--- src/rtl/eag_pkg.sv ---
package eag_pkg;
   typedef enum logic [1:0] {
      AM_REG     = 2'b00,
      AM_IND     = 2'b01,
      AM_POSTINC = 2'b10,
      AM_PREDEC  = 2'b11
   } am_e;

   typedef enum logic [1:0] {
      SZ_BYTE = 2'b00,
      SZ_HALF = 2'b01,
      SZ_FULL = 2'b10,
      SZ_RSVD = 2'b11
   } osz_e;
endpackage

--- src/rtl/eag_step.sv ---
module eag_step #(
   parameter int DW         = 32,
   parameter int STEP_STYLE = 0
) (
   input  logic [1:0]    size_i,
   output logic [DW-1:0] step_o
);
   import eag_pkg::*;

   generate
      if (STEP_STYLE == 0) begin : g_shift
         logic [1:0] sh;
         always_comb begin
            sh     = (size_i == SZ_RSVD) ? 2'd2 : size_i;
            step_o = {{(DW-1){1'b0}}, 1'b1} << sh;
         end
      end else begin : g_mux
         always_comb begin
            unique case (osz_e'(size_i))
               SZ_BYTE: step_o = DW'(1);
               SZ_HALF: step_o = DW'(2);
               default: step_o = DW'(4);
            endcase
         end
      end
   endgenerate
endmodule

--- src/rtl/eag_calc.sv ---
module eag_calc #(
   parameter int DW           = 32,
   parameter bit SHARED_ADDER = 1'b1
) (
   input  logic [1:0]    mode_i,
   input  logic [DW-1:0] base_i,
   input  logic [DW-1:0] step_i,
   output logic [DW-1:0] ea_o,
   output logic [DW-1:0] next_o,
   output logic          modify_o,
   output logic          reg_op_o
);
   import eag_pkg::*;

   logic is_pre;
   assign is_pre   = (am_e'(mode_i) == AM_PREDEC);
   assign modify_o = (am_e'(mode_i) == AM_POSTINC) || is_pre;
   assign reg_op_o = (am_e'(mode_i) == AM_REG);

   generate
      if (SHARED_ADDER) begin : g_one_add
         logic [DW-1:0] offs;
         logic [DW-1:0] sum;
         always_comb begin
            offs   = is_pre ? (~step_i + DW'(1)) : step_i;
            sum    = base_i + offs;
            ea_o   = is_pre ? sum : base_i;
            next_o = sum;
         end
      end else begin : g_two_add
         logic [DW-1:0] inc;
         logic [DW-1:0] dec;
         always_comb begin
            inc    = base_i + step_i;
            dec    = base_i - step_i;
            ea_o   = is_pre ? dec : base_i;
            next_o = is_pre ? dec : inc;
         end
      end
   endgenerate
endmodule

--- src/rtl/eag_regfile.sv ---
module eag_regfile #(
   parameter int DW   = 32,
   parameter int NREG = 16,
   localparam int IW  = $clog2(NREG)
) (
   input  logic          clk,
   input  logic          rst,
   input  logic [IW-1:0] rd_idx_i,
   output logic [DW-1:0] rd_data_o,
   input  logic          upd_en_i,
   input  logic [IW-1:0] upd_idx_i,
   input  logic [DW-1:0] upd_data_i,
   input  logic          ld_en_i,
   input  logic [IW-1:0] ld_idx_i,
   input  logic [DW-1:0] ld_data_i
);
   logic [DW-1:0] regs [NREG];

   generate
      for (genvar g = 0; g < NREG; g++) begin : g_reg
         logic hit_upd;
         logic hit_ld;
         assign hit_upd = upd_en_i && (upd_idx_i == IW'(g));
         assign hit_ld  = ld_en_i  && (ld_idx_i  == IW'(g));
         always_ff @(posedge clk) begin
            if (rst)          regs[g] <= '0;
            else if (hit_upd) regs[g] <= upd_data_i;
            else if (hit_ld)  regs[g] <= ld_data_i;
         end
      end
   endgenerate

   assign rd_data_o = regs[rd_idx_i];
endmodule

--- src/rtl/eag_unit.sv ---
module eag_unit #(
   parameter int DW           = 32,
   parameter int NREG         = 16,
   parameter bit SHARED_ADDER = 1'b1,
   parameter int STEP_STYLE   = 0,
   localparam int IW          = $clog2(NREG)
) (
   input  logic          clk,
   input  logic          rst,
   input  logic          exec_i,
   input  logic [1:0]    mode_i,
   input  logic [IW-1:0] idx_i,
   input  logic [1:0]    size_i,
   input  logic          ld_en_i,
   input  logic [IW-1:0] ld_idx_i,
   input  logic [DW-1:0] ld_data_i,
   output logic [DW-1:0] ea_o,
   output logic          reg_op_o,
   output logic          wb_en_o,
   output logic [IW-1:0] wb_idx_o,
   output logic [DW-1:0] wb_data_o
);
   generate
      if (DW < 8)                 begin : g_bad_dw   $error("DW must be at least 8"); end
      if (NREG < 2)               begin : g_bad_nreg $error("NREG must be at least 2"); end
      if ((1 << IW) != NREG)      begin : g_bad_pow2 $error("NREG must be a power of two"); end
      if (STEP_STYLE > 1)         begin : g_bad_sty  $error("STEP_STYLE must be 0 or 1"); end
   endgenerate

   logic [DW-1:0] base;
   logic [DW-1:0] step;
   logic [DW-1:0] next_val;
   logic          modify;

   eag_regfile #(.DW(DW), .NREG(NREG)) u_rf (
      .clk       (clk),
      .rst       (rst),
      .rd_idx_i  (idx_i),
      .rd_data_o (base),
      .upd_en_i  (wb_en_o),
      .upd_idx_i (wb_idx_o),
      .upd_data_i(wb_data_o),
      .ld_en_i   (ld_en_i),
      .ld_idx_i  (ld_idx_i),
      .ld_data_i (ld_data_i)
   );

   eag_step #(.DW(DW), .STEP_STYLE(STEP_STYLE)) u_step (
      .size_i(size_i),
      .step_o(step)
   );

   eag_calc #(.DW(DW), .SHARED_ADDER(SHARED_ADDER)) u_calc (
      .mode_i  (mode_i),
      .base_i  (base),
      .step_i  (step),
      .ea_o    (ea_o),
      .next_o  (next_val),
      .modify_o(modify),
      .reg_op_o(reg_op_o)
   );

   assign wb_en_o   = exec_i && modify;
   assign wb_idx_o  = idx_i;
   assign wb_data_o = next_val;
endmodule

--- config.mk ---
export PLATFORM = sky130hd
export DESIGN_NAME = eag_unit
export DESIGN_NICKNAME = d
export VERILOG_FILES = /design/src/rtl/eag_pkg.sv /design/src/rtl/eag_step.sv /design/src/rtl/eag_calc.sv /design/src/rtl/eag_regfile.sv /design/src/rtl/eag_unit.sv
export SDC_FILE = /design/constraint.sdc
export NUM_CORES = 1
export LEC_CHECK = 0
export BUFFER_PORTS_ARGS = -buffer_cell sky130_fd_sc_hd__buf_2
export CORE_MARGIN = 1.5
export CORE_UTILIZATION = 40
export DETAILED_ROUTE_END_ITERATION = 10
export RECOVER_POWER = 100
export SETUP_SLACK_MARGIN = 0.5
export SLEW_MARGIN = 20
export SYNTH_ARGS = -nofsm -noshare
export SYNTH_HDL_FRONTEND = slang
export SYNTH_SLANG_ARGS = --single-unit
--- constraint.sdc ---
create_clock -name clk -period 6.16 [get_ports clk]
set_clock_uncertainty 0.05 [all_clocks]
set_input_delay 1.232 -clock clk [delete_from_list [all_inputs] [get_ports clk]]
set_output_delay 1.232 -clock clk [all_outputs]
set_load 0.03 [all_outputs]
==> flow_metrics.env, run 1 <==
export IMPL_yosysUniqueCellTypes=67
export IMPL_hold_path_class="in2reg"
export IMPL_start_kind="input port"
export IMPL_cp_end_kind="output port"
export IMPL_dieHeight_um=265
export IMPL_critPathKind="in2out"
export IMPL_cts_tree="built"
export IMPL_synth_top_family_by_area="compound AO/OA/AOI/OAI gates"
export IMPL_syn_avg_cell_area_um2=13.3
export IMPL_numCtsBuffers=55
export IMPL_synth_edf_count=512
export IMPL_failed_checks="max-capacitance violations, max-slew violations"
export IMPL_grt_max_degree=49
export IMPL_hpwlAfterDp_um=67800
export IMPL_drt_initial_drc_count=3408
export IMPL_cell_internal_pwr_w=0.00692
export IMPL_root_buffer="clkbuf_16"
export IMPL_hold_ws_ns=1.06
export IMPL_route_vias_total=21900
export IMPL_drc=0
export IMPL_drt_wirelength_per_cell_um=34.7
export IMPL_synth_seq_cells=512
export IMPL_switching_share=0.302
export IMPL_largest_register_ff_count=512
export IMPL_antenna_found_initial=5
export IMPL_coreArea_um2=68300
export IMPL_ys_top_cells_by_area="edfxtp_1 56%, mux4_2 13%, a22o_1 11%"
export IMPL_fin_nets=2418
export IMPL_synthAdderAreaFrac=0.0148
export IMPL_synth_xor_area_frac=0.0119
export IMPL_dieArea_um2=70500
export IMPL_slew_violations=569
export IMPL_first_pass_iters=6
export IMPL_rsz0062_at_grt="true"
export IMPL_drive_above_1_share=0.336
export IMPL_synth_flop_cell="edfxtp_1"
export IMPL_synthCells=2067
export IMPL_io_pins=118
export IMPL_synth_warnings=0
export IMPL_finalSetupViolCount=0
export IMPL_hold_depth=3
export IMPL_p_switching_w=0.00299
export IMPL_maxCapViolCount=29
export IMPL_vdd_drop_max_mv=0.215
export IMPL_mostFrequentLayoutCell="edfxtp_1"
export IMPL_layout_common_cells="512 x edfxtp_1, 355 x a22o_1, 235 x nand2_1, 193 x buf_4, 159 x mux4_2"
export IMPL_cts_buffer_depth=3
export IMPL_synthMuxAreaShare=0.136
export IMPL_path_max_fanout=6
export IMPL_async_flop_share=0
export IMPL_cp_arrival_ns=4.82
export IMPL_gr_usage_all_layers=0.315
export IMPL_finalCritPeriodShare=0.991
export IMPL_grt_pass1_vias=21400
export IMPL_cp_required_ns=4.88
export IMPL_finalWirelength_um=113000
export IMPL_holdBufCountCts=0
export IMPL_yosysSeqAreaShare=0.558
export IMPL_pwr_share_comb=0.253
export IMPL_p_total_w=0.00992
export IMPL_leakagePower_nw=12.4
export IMPL_start_util=0.403
export IMPL_synth_fp_nets=2147
export IMPL_synth_compound_area_frac=0.175
export IMPL_port_buffers=117
export IMPL_cts_sinks=512
export IMPL_min_period_ns=6.10
export IMPL_relSlewSlack=-1.34
export IMPL_p_clk_frac=0.339
export IMPL_clkTransAtPathRegs_ns=0.06
export IMPL_num_rows=96
export IMPL_yosysTopAreaCell="edfxtp_1"
export IMPL_routabilityCongestion=0.986
export IMPL_pwr_share_seq=0.408
export IMPL_vias_per_cell=6.72
export IMPL_rr_worst_depth=17
export IMPL_largest_register="u_rf.regs"
export IMPL_ant_nets=0
export IMPL_syn_cell_area_um2=27600
export IMPL_power_density_nw_per_um2=288
export IMPL_area_growth_pct=25.1
export IMPL_yosysTopAreaCellShare=0.558
export IMPL_tightest_slew_ns=3.48
export IMPL_dieWidth_um=265
export IMPL_fmax_mhz=164
export IMPL_top_regs="u_rf.regs x512"
export IMPL_clock_latency_ns=0.63
export IMPL_grt_pass1_wl_um=156000
export IMPL_status="complete, but fails checks"
export IMPL_gr_total_overflow=0
export IMPL_h_tree_depth=2
export IMPL_synthSimpleGateAreaFrac=0.0638
export IMPL_fillCellCount=5818
export IMPL_finalHoldViolCount=0
## critical path: stages
cell      delay [ns]
buf_16          0.16
buf_16          0.18
buf_12          0.15
mux4_2          0.52
mux4_2          0.56
ha_4            0.35
buf_6           0.11
nand2_4         0.04
o211ai_1        0.32
o31ai_4         0.14
a21oi_4         0.26
a31oi_4         0.13
xnor2_2         0.25
clkbuf_1        0.22
buf_6           0.16
## what timing repair did
action	in CTS	in global routing
resized for setup	217	88
buffers inserted	51	26
pin swaps	50	53
hold endpoints to repair	0	0
gates cloned	5	2
endpoints found under the setup margin	58	55
## final timing paths
| kind | startpoint | end | slack (ns) |
|---|---|---|---|
| worst min register to register | u_rf.regs[11][0] | u_rf.regs[7][0] | 1.34 |
| worst min-delay path | ld_data_i[8] | u_rf.regs[14][8] | 1.06 |
| worst max register to register | u_rf.regs[2][0] | u_rf.regs[8][13] | 1.12 |
| worst max-delay path | idx_i[0] | wb_data_o[28] | 0.06 |
## cells in the mapped netlist (6+ instances only)
library cell	count
edfxtp_1	512
a22o_1	355
nand2_1	253
clkbuf_1	159
mux4_2	159
o21ai_0	149
nor2_1	58
a21oi_1	47
buf_2	41
buf_1	37
ha_1	31
nor3_1	27
nand3_1	24
inv_1	18
mux2_2	13
o21ai_1	12
o21ai_2	10
xor2_1	10
buf_4	9
xnor2_1	9
nor2b_1	8
a21oi_2	7
nand4_1	7
a31oi_1	6
and2_1	6
nand2b_1	6
o21bai_1	6
xor2_2	6
## logic make-up (layout without fill, tap and decap cells)
kind of cell,after synthesis,in the layout
AOI/OAI and AO/OA,638,638
xor gates and xnor gates,29,29
adders and majority gates,32,32
buffers and inverters,269,584
DFF,512,512
muxes,175,175
other,0,1
and+or+nand+nor,412,412
## per-stage QoR
stage	util	TNS [ns]	setup slack [ns]	instance area [um^2]	std cells
2_1_floorplan	-	0	0.267	28400	2067
3_3_place_gp	0.456	-6.27	-0.310	31100	3077
3_5_place_dp	0.456	-6.37	-0.338	31100	3077
4_1_cts	0.503	0	0.0829	34400	3234
5_1_grt	0.504	0	0.0219	34500	3265
6_report	0.504	0	0.0566	34500	3265
## power groups by stage
stage	clock network [W]	logic, W	registers (W)
floorplan	0	0.00131	0.00410
global placement	0	0.00210	0.00411
detailed placement	0	0.00212	0.00412
CTS	0.00336	0.00246	0.00404
global route	0.00349	0.00260	0.00406
finish	0.00336	0.00251	0.00405
## metal layers
metal / share of wire / global-route usage
met4: 0.054 / 0.148
met1: 0.36 / 0.415
met5: 0.00038 / 0
met2: 0.46 / 0.493
met3: 0.12 / 0.0727
## cell type report
cell class | count | area, um^2 | area share
Timing Repair Buffer | 464 | 3940 | 0.114
Clock buffer | 71 | 1480 | 0.0429
Tap cell | 882 | 1100 | 0.0320
Antenna cell | 1 | 2.50 | 0.0000726
Inverter | 19 | 81.3 | 0.00236
Clock inverter | 30 | 304 | 0.00882
Multi-Input combinational cell | 1286 | 12200 | 0.353
Sequential cell | 512 | 15400 | 0.446
(Power assumes the default switching activity.)
==> inputs of run 2 (changes only) <==
--- a/config.mk
+++ b/config.mk
@@ -9,6 +9,7 @@
 export CORE_MARGIN = 1.5
 export CORE_UTILIZATION = 40
 export DETAILED_ROUTE_END_ITERATION = 10
+export MAX_ROUTING_LAYER = met4
 export RECOVER_POWER = 100
 export SETUP_SLACK_MARGIN = 0.5
 export SLEW_MARGIN = 20
==> flow_metrics.env, run 2 (synthesized netlist as in run 1, its figures left out) <==
export IMPL_numCtsBuffers=54
export IMPL_area_growth_pct=25.0
export IMPL_cp_end_kind="register"
export IMPL_routabilityCongestion=0.995
export IMPL_hpwlAfterDp_um=68000
export IMPL_largest_register_ff_count=512
export IMPL_cp_required_ns=6.29
export IMPL_cp_slowest_stage_delay_ns=1.79
export IMPL_relSlewSlack=-1.66
export IMPL_ant_nets=0
export IMPL_largest_register="u_rf.regs"
export IMPL_p_total_w=0.00982
export IMPL_grt_pass1_vias=21200
export IMPL_top_regs="u_rf.regs x512"
export IMPL_finalCritPeriodShare=1.00
export IMPL_leakagePower_nw=12.4
export IMPL_route_vias_total=22000
export IMPL_first_pass_iters=6
export IMPL_hold_path_class="in2reg"
export IMPL_layoutNonFillerInstCount=3272
export IMPL_root_buffer="clkbuf_16"
export IMPL_cts_buffer_depth=3
export IMPL_drc=0
export IMPL_layout_setup_ws_ns=-0.0124
export IMPL_cp_arrival_ns=6.30
export IMPL_grt_max_degree=33
export IMPL_tightest_slew_ns=3.95
export IMPL_cpMaxStageDelayCell="clkbuf_1"
export IMPL_fin_nets=2420
export IMPL_power_density_nw_per_um2=285
export IMPL_fmax_mhz=162
export IMPL_crit_top_cell="clkbuf_1"
export IMPL_vias_per_cell=6.71
export IMPL_min_period_ns=6.17
export IMPL_start_util=0.403
export IMPL_antenna_found_initial=6
export IMPL_dieHeight_um=265
export IMPL_cts_tree="built"
export IMPL_coreArea_um2=68300
export IMPL_slew_violations=725
export IMPL_clkTransAtPathRegs_ns=0.06
export IMPL_dieArea_um2=70500
export IMPL_start_kind="input port"
export IMPL_finalHoldViolCount=0
export IMPL_io_pins=118
export IMPL_port_buffers=117
export IMPL_h_tree_depth=2
export IMPL_drive_above_1_share=0.354
export IMPL_failed_checks="max-capacitance violations, max-slew violations, negative setup slack"
export IMPL_drt_wirelength_per_cell_um=34.5
export IMPL_layout_common_cells="512 x edfxtp_1, 355 x a22o_1, 233 x nand2_1, 231 x buf_4, 159 x mux4_2"
export IMPL_cp_cell_sequence="clkbuf_1, clkbuf_2, a311o_1, clkbuf_1"
export IMPL_num_rows=96
export IMPL_dp_cells=3070
export IMPL_maxCapViolCount=34
export IMPL_gr_total_overflow=0
export IMPL_dieWidth_um=265
export IMPL_status="complete, but fails checks"
export IMPL_critPathKind="in2reg"
export IMPL_gr_usage_all_layers=0.325
export IMPL_clock_latency_ns=0.63
export IMPL_path_max_fanout=28
export IMPL_finalWirelength_um=113000
export IMPL_rsz0062_at_grt="true"
export IMPL_drt_initial_drc_count=3372
export IMPL_grt_pass1_wl_um=157000
export IMPL_cts_sinks=512
export IMPL_vdd_drop_max_mv=0.217
export IMPL_finalSetupViolCount=3
export IMPL_mostFrequentLayoutCell="edfxtp_1"
[run 2: final timing paths]
kind	startpoint	endpoint	slack [ns]	cells past startpoint
worst max-delay path	rst	u_rf.regs[3][27]	-0.01	4
worst min-delay path	ld_data_i[8]	u_rf.regs[8][8]	1.07	3
worst max register to register	u_rf.regs[8][0]	u_rf.regs[7][8]	1.59	15
worst min register to register	u_rf.regs[11][0]	u_rf.regs[12][0]	1.29	4
[run 2: worst max-delay path: cells and delay by family]
kind | cells | cell delay, ns
AO/OA/AOI/OAI | 1 | 1.15
buffers and inverters | 3 | 3.87
[run 2: power by group]
part,switching [W],internal (W),total (W)
Clock,0.00142,0.00181,0.00322
Sequential,0.0000445,0.00401,0.00405
Combinational,0.00153,0.00102,0.00255
[run 2: final cells by class]
type                       instances  area [um^2]
clock buffer                      68         1430
antenna                            7         17.5
timing repair buffer             467         3920
tap                              882         1100
inverter                          19         81.3
sequential                       512        15400
multi-input combinational       1286        12200
clock inverter                    31          272
fill                            5845        33900
[run 2: per-stage QoR]
step | utilization | setup WS (ns) | hold slack, ns | setup TNS [ns] | instance area, um^2
after floorplan | - | 0.267 | 1.27 | 0 | 28400
after global placement | 0.453 | -0.289 | 1.30 | -6.42 | 31000
after detailed placement | 0.453 | -0.307 | 1.31 | -6.56 | 31000
after CTS | 0.500 | 0.00231 | 1.05 | 0 | 34200
after global routing | 0.504 | 0.00786 | 1.09 | 0 | 34400
final | 0.504 | -0.0124 | 1.07 | -0.0205 | 34400
[run 2: repair_timing]
| action | in CTS | in global routing |
|---|---|---|
| buffers inserted | 58 | 28 |
| hold buffers | 0 | 0 |
| setup endpoints to repair | 56 | 51 |
| cloned | 8 | 1 |
| pin swaps | 43 | 54 |
| gates resized for setup | 186 | 91 |
[run 2: routing by layer]
layer | up-vias | GRT usage | share of wire
li1 | 8778 | - | -
met1 | 11000 | 0.417 | 0.37
met2 | 1794 | 0.491 | 0.45
met3 | 372 | 0.0734 | 0.13
met4 | 0 | 0.150 | 0.057
met5 | - | - | 0
